--- src/rtl/prs_pkg.sv ---
package prs_pkg;
  localparam logic [7:0]  CMD_PLAIN = 8'hF0;
  localparam logic [7:0]  CMD_EXT   = 8'hA5;
  localparam logic [15:0] CRC_POLY_R = 16'hA001;  // x^16+x^15+x^2+1, reflected

  typedef enum logic [3:0] {
    S_CMD, S_ALO, S_AHI,
    S_PDATA, S_PCRC,
    S_XREDIR, S_XRCRC, S_XDATA, S_XDCRC,
    S_ONES
  } state_e;

  function automatic logic [15:0] crc16_byte(input logic [15:0] crc_in,
                                             input logic [7:0]  d);
    logic [15:0] c;
    logic        fb;
    c = crc_in;
    for (int i = 0; i < 8; i++) begin
      fb = c[0] ^ d[i];
      c  = c >> 1;
      if (fb) c = c ^ CRC_POLY_R;
    end
    return c;
  endfunction
endpackage

--- src/rtl/prs_crc16.sv ---
module prs_crc16 (
  input  logic        clk_i,
  input  logic        rst_ni,
  input  logic        clr_i,
  input  logic        upd_i,
  input  logic [7:0]  data_i,
  output logic [15:0] crc_o
);
  logic [15:0] crc_q, base;

  assign base = clr_i ? 16'h0000 : crc_q;

  always_ff @(posedge clk_i or negedge rst_ni) begin
    if (!rst_ni)    crc_q <= 16'h0000;
    else if (upd_i) crc_q <= prs_pkg::crc16_byte(base, data_i);
    else if (clr_i) crc_q <= 16'h0000;
  end

  assign crc_o = crc_q;
endmodule

--- src/rtl/prs_addr.sv ---
module prs_addr #(
  parameter int ADDR_W = 7,
  parameter int OFF_W  = 5
) (
  input  logic              clk_i,
  input  logic              rst_ni,
  input  logic              load_i,
  input  logic [ADDR_W-1:0] load_val_i,
  input  logic              inc_i,
  output logic [ADDR_W:0]   addr_o,      // top bit marks past end of memory
  output logic              page_end_o,
  output logic              mem_end_o
);
  logic [ADDR_W:0] addr_q;

  always_ff @(posedge clk_i or negedge rst_ni) begin
    if (!rst_ni)     addr_q <= '0;
    else if (load_i) addr_q <= {1'b0, load_val_i};
    else if (inc_i)  addr_q <= addr_q + 1'b1;
  end

  assign addr_o     = addr_q;
  assign page_end_o = &addr_q[OFF_W-1:0];
  assign mem_end_o  = &addr_q[ADDR_W-1:0];
endmodule

--- src/rtl/page_read_seq.sv ---
module page_read_seq #(
  parameter int PAGE_BYTES = 32,
  parameter int NUM_PAGES  = 4,
  localparam int OFF_W  = $clog2(PAGE_BYTES),
  localparam int PG_W   = $clog2(NUM_PAGES),
  localparam int ADDR_W = OFF_W + PG_W
) (
  input  logic              clk_i,
  input  logic              rst_ni,
  input  logic              bus_reset_i,
  input  logic              rx_valid_i,
  input  logic [7:0]        rx_byte_i,
  input  logic              tx_req_i,
  output logic [7:0]        tx_byte_o,
  output logic [ADDR_W-1:0] mem_addr_o,
  input  logic [7:0]        mem_rdata_i,
  output logic [PG_W-1:0]   redir_page_o,
  input  logic [7:0]        redir_byte_i
);
  import prs_pkg::*;

  state_e          st_q, st_d;
  logic            crc_hi_q, crc_hi_d;
  logic            ext_q, ext_d;
  logic            crc_clr, crc_upd;
  logic [7:0]      crc_din;
  logic [15:0]     crc_q;
  logic            a_load, a_inc;
  logic [ADDR_W:0] addr_q;
  logic            page_end, mem_end;

  prs_crc16 u_crc (
    .clk_i (clk_i), .rst_ni (rst_ni),
    .clr_i (crc_clr), .upd_i (crc_upd), .data_i (crc_din),
    .crc_o (crc_q)
  );

  prs_addr #(.ADDR_W(ADDR_W), .OFF_W(OFF_W)) u_addr (
    .clk_i (clk_i), .rst_ni (rst_ni),
    .load_i (a_load), .load_val_i (rx_byte_i[ADDR_W-1:0]), .inc_i (a_inc),
    .addr_o (addr_q), .page_end_o (page_end), .mem_end_o (mem_end)
  );

  always_comb begin
    st_d     = st_q;
    crc_hi_d = crc_hi_q;
    ext_d    = ext_q;
    crc_clr  = 1'b0;
    crc_upd  = 1'b0;
    crc_din  = rx_byte_i;
    a_load   = 1'b0;
    a_inc    = 1'b0;
    if (bus_reset_i) begin
      st_d     = S_CMD;
      crc_hi_d = 1'b0;
      crc_clr  = 1'b1;
    end else begin
      unique case (st_q)
        S_CMD: if (rx_valid_i) begin
          crc_clr = 1'b1;
          crc_upd = 1'b1;
          ext_d   = (rx_byte_i == CMD_EXT);
          st_d    = (rx_byte_i == CMD_PLAIN || rx_byte_i == CMD_EXT) ? S_ALO : S_ONES;
        end
        S_ALO: if (rx_valid_i) begin
          crc_upd = 1'b1;
          a_load  = 1'b1;
          st_d    = S_AHI;
        end
        S_AHI: if (rx_valid_i) begin
          crc_upd = 1'b1;
          st_d    = ext_q ? S_XREDIR : S_PDATA;
        end
        S_PDATA: if (tx_req_i) begin
          crc_upd = 1'b1;
          crc_din = mem_rdata_i;
          a_inc   = 1'b1;
          if (mem_end) st_d = S_PCRC;
        end
        S_PCRC: if (tx_req_i) begin
          crc_hi_d = ~crc_hi_q;
          if (crc_hi_q) st_d = S_ONES;
        end
        S_XREDIR: if (tx_req_i) begin
          crc_upd = 1'b1;
          crc_din = redir_byte_i;
          st_d    = S_XRCRC;
        end
        S_XRCRC: if (tx_req_i) begin
          crc_hi_d = ~crc_hi_q;
          if (crc_hi_q) begin
            crc_clr = 1'b1;
            st_d    = S_XDATA;
          end
        end
        S_XDATA: if (tx_req_i) begin
          crc_upd = 1'b1;
          crc_din = mem_rdata_i;
          a_inc   = 1'b1;
          if (page_end) st_d = S_XDCRC;
        end
        S_XDCRC: if (tx_req_i) begin
          crc_hi_d = ~crc_hi_q;
          if (crc_hi_q) begin
            crc_clr = 1'b1;  // next redirection byte starts a fresh CRC
            st_d    = addr_q[ADDR_W] ? S_ONES : S_XREDIR;
          end
        end
        default: ;
      endcase
    end
  end

  always_ff @(posedge clk_i or negedge rst_ni) begin
    if (!rst_ni) begin
      st_q     <= S_CMD;
      crc_hi_q <= 1'b0;
      ext_q    <= 1'b0;
    end else begin
      st_q     <= st_d;
      crc_hi_q <= crc_hi_d;
      ext_q    <= ext_d;
    end
  end

  always_comb begin
    unique case (st_q)
      S_PDATA, S_XDATA:         tx_byte_o = mem_rdata_i;
      S_XREDIR:                 tx_byte_o = redir_byte_i;
      S_PCRC, S_XRCRC, S_XDCRC: tx_byte_o = crc_hi_q ? ~crc_q[15:8] : ~crc_q[7:0];
      default:                  tx_byte_o = 8'hFF;
    endcase
  end

  assign mem_addr_o   = addr_q[ADDR_W-1:0];
  assign redir_page_o = addr_q[ADDR_W-1 -: PG_W];
endmodule

--- config.mk ---
export PLATFORM = sky130hd
export DESIGN_NAME = page_read_seq
export DESIGN_NICKNAME = d
export VERILOG_FILES = /design/src/rtl/prs_pkg.sv /design/src/rtl/prs_crc16.sv /design/src/rtl/prs_addr.sv /design/src/rtl/page_read_seq.sv
export SDC_FILE = /design/constraint.sdc
export NUM_CORES = 1
export LEC_CHECK = 0
export BUFFER_PORTS_ARGS = -buffer_cell sky130_fd_sc_hd__buf_2
export CORE_ASPECT_RATIO = 0.5
export CORE_MARGIN = 1.5
export CORE_UTILIZATION = 30
export CTS_BUF_LIST = sky130_fd_sc_hd__clkbuf_8
export DETAILED_ROUTE_END_ITERATION = 10
export PLACE_DENSITY = 0.48
export SYNTH_ARGS = -nofsm -noshare
export SYNTH_HDL_FRONTEND = slang
export SYNTH_SLANG_ARGS = --single-unit
--- constraint.sdc ---
create_clock -name clk_i -period 6.45 [get_ports clk_i]
set_input_delay 0.3225 -clock clk_i [delete_from_list [all_inputs] [get_ports clk_i]]
set_output_delay 0.3225 -clock clk_i [all_outputs]
set_load 0.01 [all_outputs]
==> key figures <==
Status
  • Outcome: complete, no violations

Die
  • Die W: 138 microns
  • Placement row count: 24
  • Starting Density: 0.313
  • Die Y: 70.7 microns
  • Core Footprint: 0.00880 sq mm
  • Die area: 0.00979 sq mm
  • Io pins: 46

Global routing
  • Grt total ovfl: 0
  • Largest net degree at the start of global routing: 33
  • Initial antenna violation count: 0
  • First-pass GRT wire length: 14,000 microns
  • Total GRT Usage: 0.182
  • Vias in the first global route: 2,589

STA
  • RSZ-0062 raised after global routing: false
  • Max Clk Rate: 279 MHz
  • Fin. Hold Viols: 0
  • Worst hold slack: 0.0846 ns
  • Worst slew margin: 0.369
  • Max Clock Skew: 0.00219 ns
  • Post-route setup TNS: 0 ns
  • Final cycle utilization of the critical path: 0.556
  • Slew Viols, Final: 0
  • # setup viols final: 0
  • Tmin final: 3.59 ns
  • Transition time at the pin with the least slew margin: 0.946 ns

Worst setup path
  • CP Data Arrival Time: about 3.8 ns
  • Reg2reg path depth: 7
  • Max Fanout on Critical Path: 31
  • Worst-path cell chain: nor2_1 > a31oi_2 > and2_0 > nand2_1 > xnor2_1 > xnor3_1 > a22o_2
  • Critical path class: flip-flop to flip-flop
  • Crit. path cell count: 7
  • Kind of cell adding the most delay to the critical path: simple AND/OR/NAND/NOR gates
  • R2r startpoint: st_q[2]
  • Critical R2R Capture: u_crc.crc_o[15]
  • Flop-to-flop setup slack: 2.86 ns
  • Required time worst endpoint: ~6.6 ns
  • Setup crit start kind: flip-flop
  • Critical path endpoint category: flip-flop
  • Worst Path Buf+Inv: 0
  • Max incr delay on CP: 0.97 ns
  • CP max-delay cell: dfrtp_1

Cells and area
  • Fin nets: between 400 and 500
  • Seq. cell area: 751 sq um
  • Layout cells sized above 1: 0.204
  • Area grow syn2layout: 12.5%
  • # diodes: 0
  • Post-Layout Cell Count: 489
  • Filler instances: 967
  • Area occupied by multi-input gates: 0.00180 sq mm

Run
  • Max-cap viol count: 0

Clock tree
  • Setup Fix Bufs, Post-CTS: 0
  • Htree depth: 2
  • Worst-Skew Late Latency: 0.29 ns
  • Post-CTS Hold Fix Bufs: 0
  • Post_cts resized: 0
  • Sinks on Clock Net: 30
  • CTS tree: yes
  • CTS clk-pin slew, worst paths: ~0.07 ns
  • Num CTS Buffers: 5
  • Clock root buffer: clkbuf_8
  • Max clock buf depth: 2

Routing
  • Initial DRC Count: roughly 190
  • DRT Wirelength: approximately 8600 microns
  • TritonRoute pass-1 iters: 4
  • # DRC: 0
  • Vias per cell: around 5.4
  • ANT nets after route: 0
  • Vias: 2,646
  • Routed WL per cell: 17.6 microns

Yosys
  • Yosys Warn Count: 0
  • Cell area after synthesis: around 0.0028 sq mm
  • Post-synth EDFFs: 0
  • Synth Register Bits: 30
  • Syn Area/Cell: 8.02 sq um
  • Syn Nets: 374
  • Async set-reset flop share out of synthesis: 1.00
  • Unique cell type count in the Yosys netlist: 56
  • Synth Instances: 343
  • Main synth FF type: dfrtp_1
  • Sequential area share after synthesis: 0.273

Pwr
  • Seq pwr share: 0.313
  • Sw frac: 0.466
  • Switching pwr: 0.590 mW
  • Worst vdd ir: 0.113 mV
  • LEAKAGE: 1.35 nW
  • Comb pwr share: 0.533
  • Int Power: 0.676 mW
  • Clock network fraction of design power: 0.154
  • Power Density: 409 mW/mm^2

Placement
  • RD Place Congestion: 0.861
  • DP Wirelength: 6560 microns
  • Placed insts: 481
  • Buffers added on ports: 45

Hold path
  • Worst hold path type: primary input to async pin
## logic make-up after synthesis
| kind of cell | count (synthesis) | share of synthesized area |
|---|---|---|
| DFF | 30 | 0.273 |
| muxes | 11 | 0.0427 |
| buffers and inverters | 37 | 0.0728 |
| xor gates and xnor gates | 32 | 0.141 |
| AOI/OAI and AO/OA | 103 | 0.241 |
| and+or+nand+nor | 128 | 0.221 |
| adders and majority gates | 2 | 0.00909 |
## cell usage in the layout (no fill, tap or decap), drive strengths merged, types with 4 or more instances in the layout
master	n
nand2	51
buf	49
o21ai	34
nor2	31
a21oi	30
dfrtp	30
xnor2	17
nand3	14
xor2	10
inv	9
a22oi	7
a22o	7
nor3	6
o22ai	6
mux2	6
xnor3	5
mux2i	5
clkbuf	5
and3	4
a221oi	4
## routing by layer
layer / share of wire / track usage / vias up
li1: - / - / 1276
met3: 0.044 / 0.0352 / 14
met1: 0.46 / 0.237 / 1297
met4: 0.020 / 0.0561 / 0
met5: 0 / 0 / -
met2: 0.48 / 0.309 / 59
## registers in the layout, indices dropped and copies added, names as in the netlist
name / cells
u_crc.crc_o: 16
u_addr.addr_o: 8
crc_hi_q: 1
ext_q: 1
st_q: 4
## worst max-delay path by stage
| stage | from | to | slack [ns] |
|---|---|---|---|
| detailed placement | st_q[2] | u_crc.crc_o[15] | 2.90 |
| global placement | st_q[1] | u_crc.crc_o[0] | 3.03 |
| finish | st_q[2] | u_crc.crc_o[15] | 2.86 |
| floorplan | bus_reset_i | u_crc.crc_o[0] | 4.06 |
| global route | st_q[2] | u_crc.crc_o[0] | 2.60 |
| CTS | st_q[1] | u_crc.crc_o[15] | 2.90 |
## power groups by stage
stage               Clock (mW)  Combinational [mW]  Sequential [mW]
floorplan                    0               0.594            0.309
global placement             0               0.668            0.392
detailed placement           0               0.675            0.398
CTS                      0.199               0.679            0.394
global route             0.207               0.746            0.412
finish                   0.195               0.675            0.396
## stage by stage
stage | utilization | power, mW | setup WS (ns) | area, sq um
6_report | 0.352 | 1.27 | 2.86 | 3100
5_1_grt | 0.352 | 1.36 | 2.60 | 3100
4_1_cts | 0.352 | 1.27 | 2.90 | 3100
3_5_place_dp | 0.339 | 1.07 | 2.90 | 2990
3_3_place_gp | 0.339 | 1.06 | 3.03 | 2990
2_1_floorplan | - | 0.903 | 4.06 | 2750
## synthesized netlist by cell type (2+ instances only)
library cell,instances,area share
o22ai_1,6,0.014
nand4_1,3,0.0068
nor2_1,30,0.041
nand2_1,51,0.070
o21ai_1,3,0.0055
inv_1,9,0.012
o311ai_0,3,0.0096
a22o_1,5,0.016
nand2b_1,3,0.0068
a221oi_1,2,0.0064
o211a_1,2,0.0073
a22oi_1,7,0.019
xnor2_4,2,0.020
buf_6,3,0.012
and3_1,4,0.0091
a22o_2,2,0.0073
a21oi_1,30,0.055
xnor2_1,15,0.048
nand3_1,14,0.025
o21ai_0,30,0.055
buf_4,9,0.025
nor3_1,6,0.011
clkbuf_1,12,0.016
mux2i_1,5,0.018
xnor3_1,5,0.041
nand3b_1,2,0.0055
mux2_2,6,0.025
buf_2,4,0.0073
a221oi_2,2,0.011
nor2b_1,3,0.0068
xor2_1,10,0.032
dfrtp_1,30,0.27
ha_1,2,0.0091
## final cells by class
cell class                 count  share of cell area
sequential                    30               0.243
tap                          117              0.0473
multi-input combinational    276               0.582
timing repair buffer          49              0.0825
clock inverter                 3              0.0129
clock buffer                   5              0.0222
inverter                       9              0.0109
(Power assumes the default switching activity.)
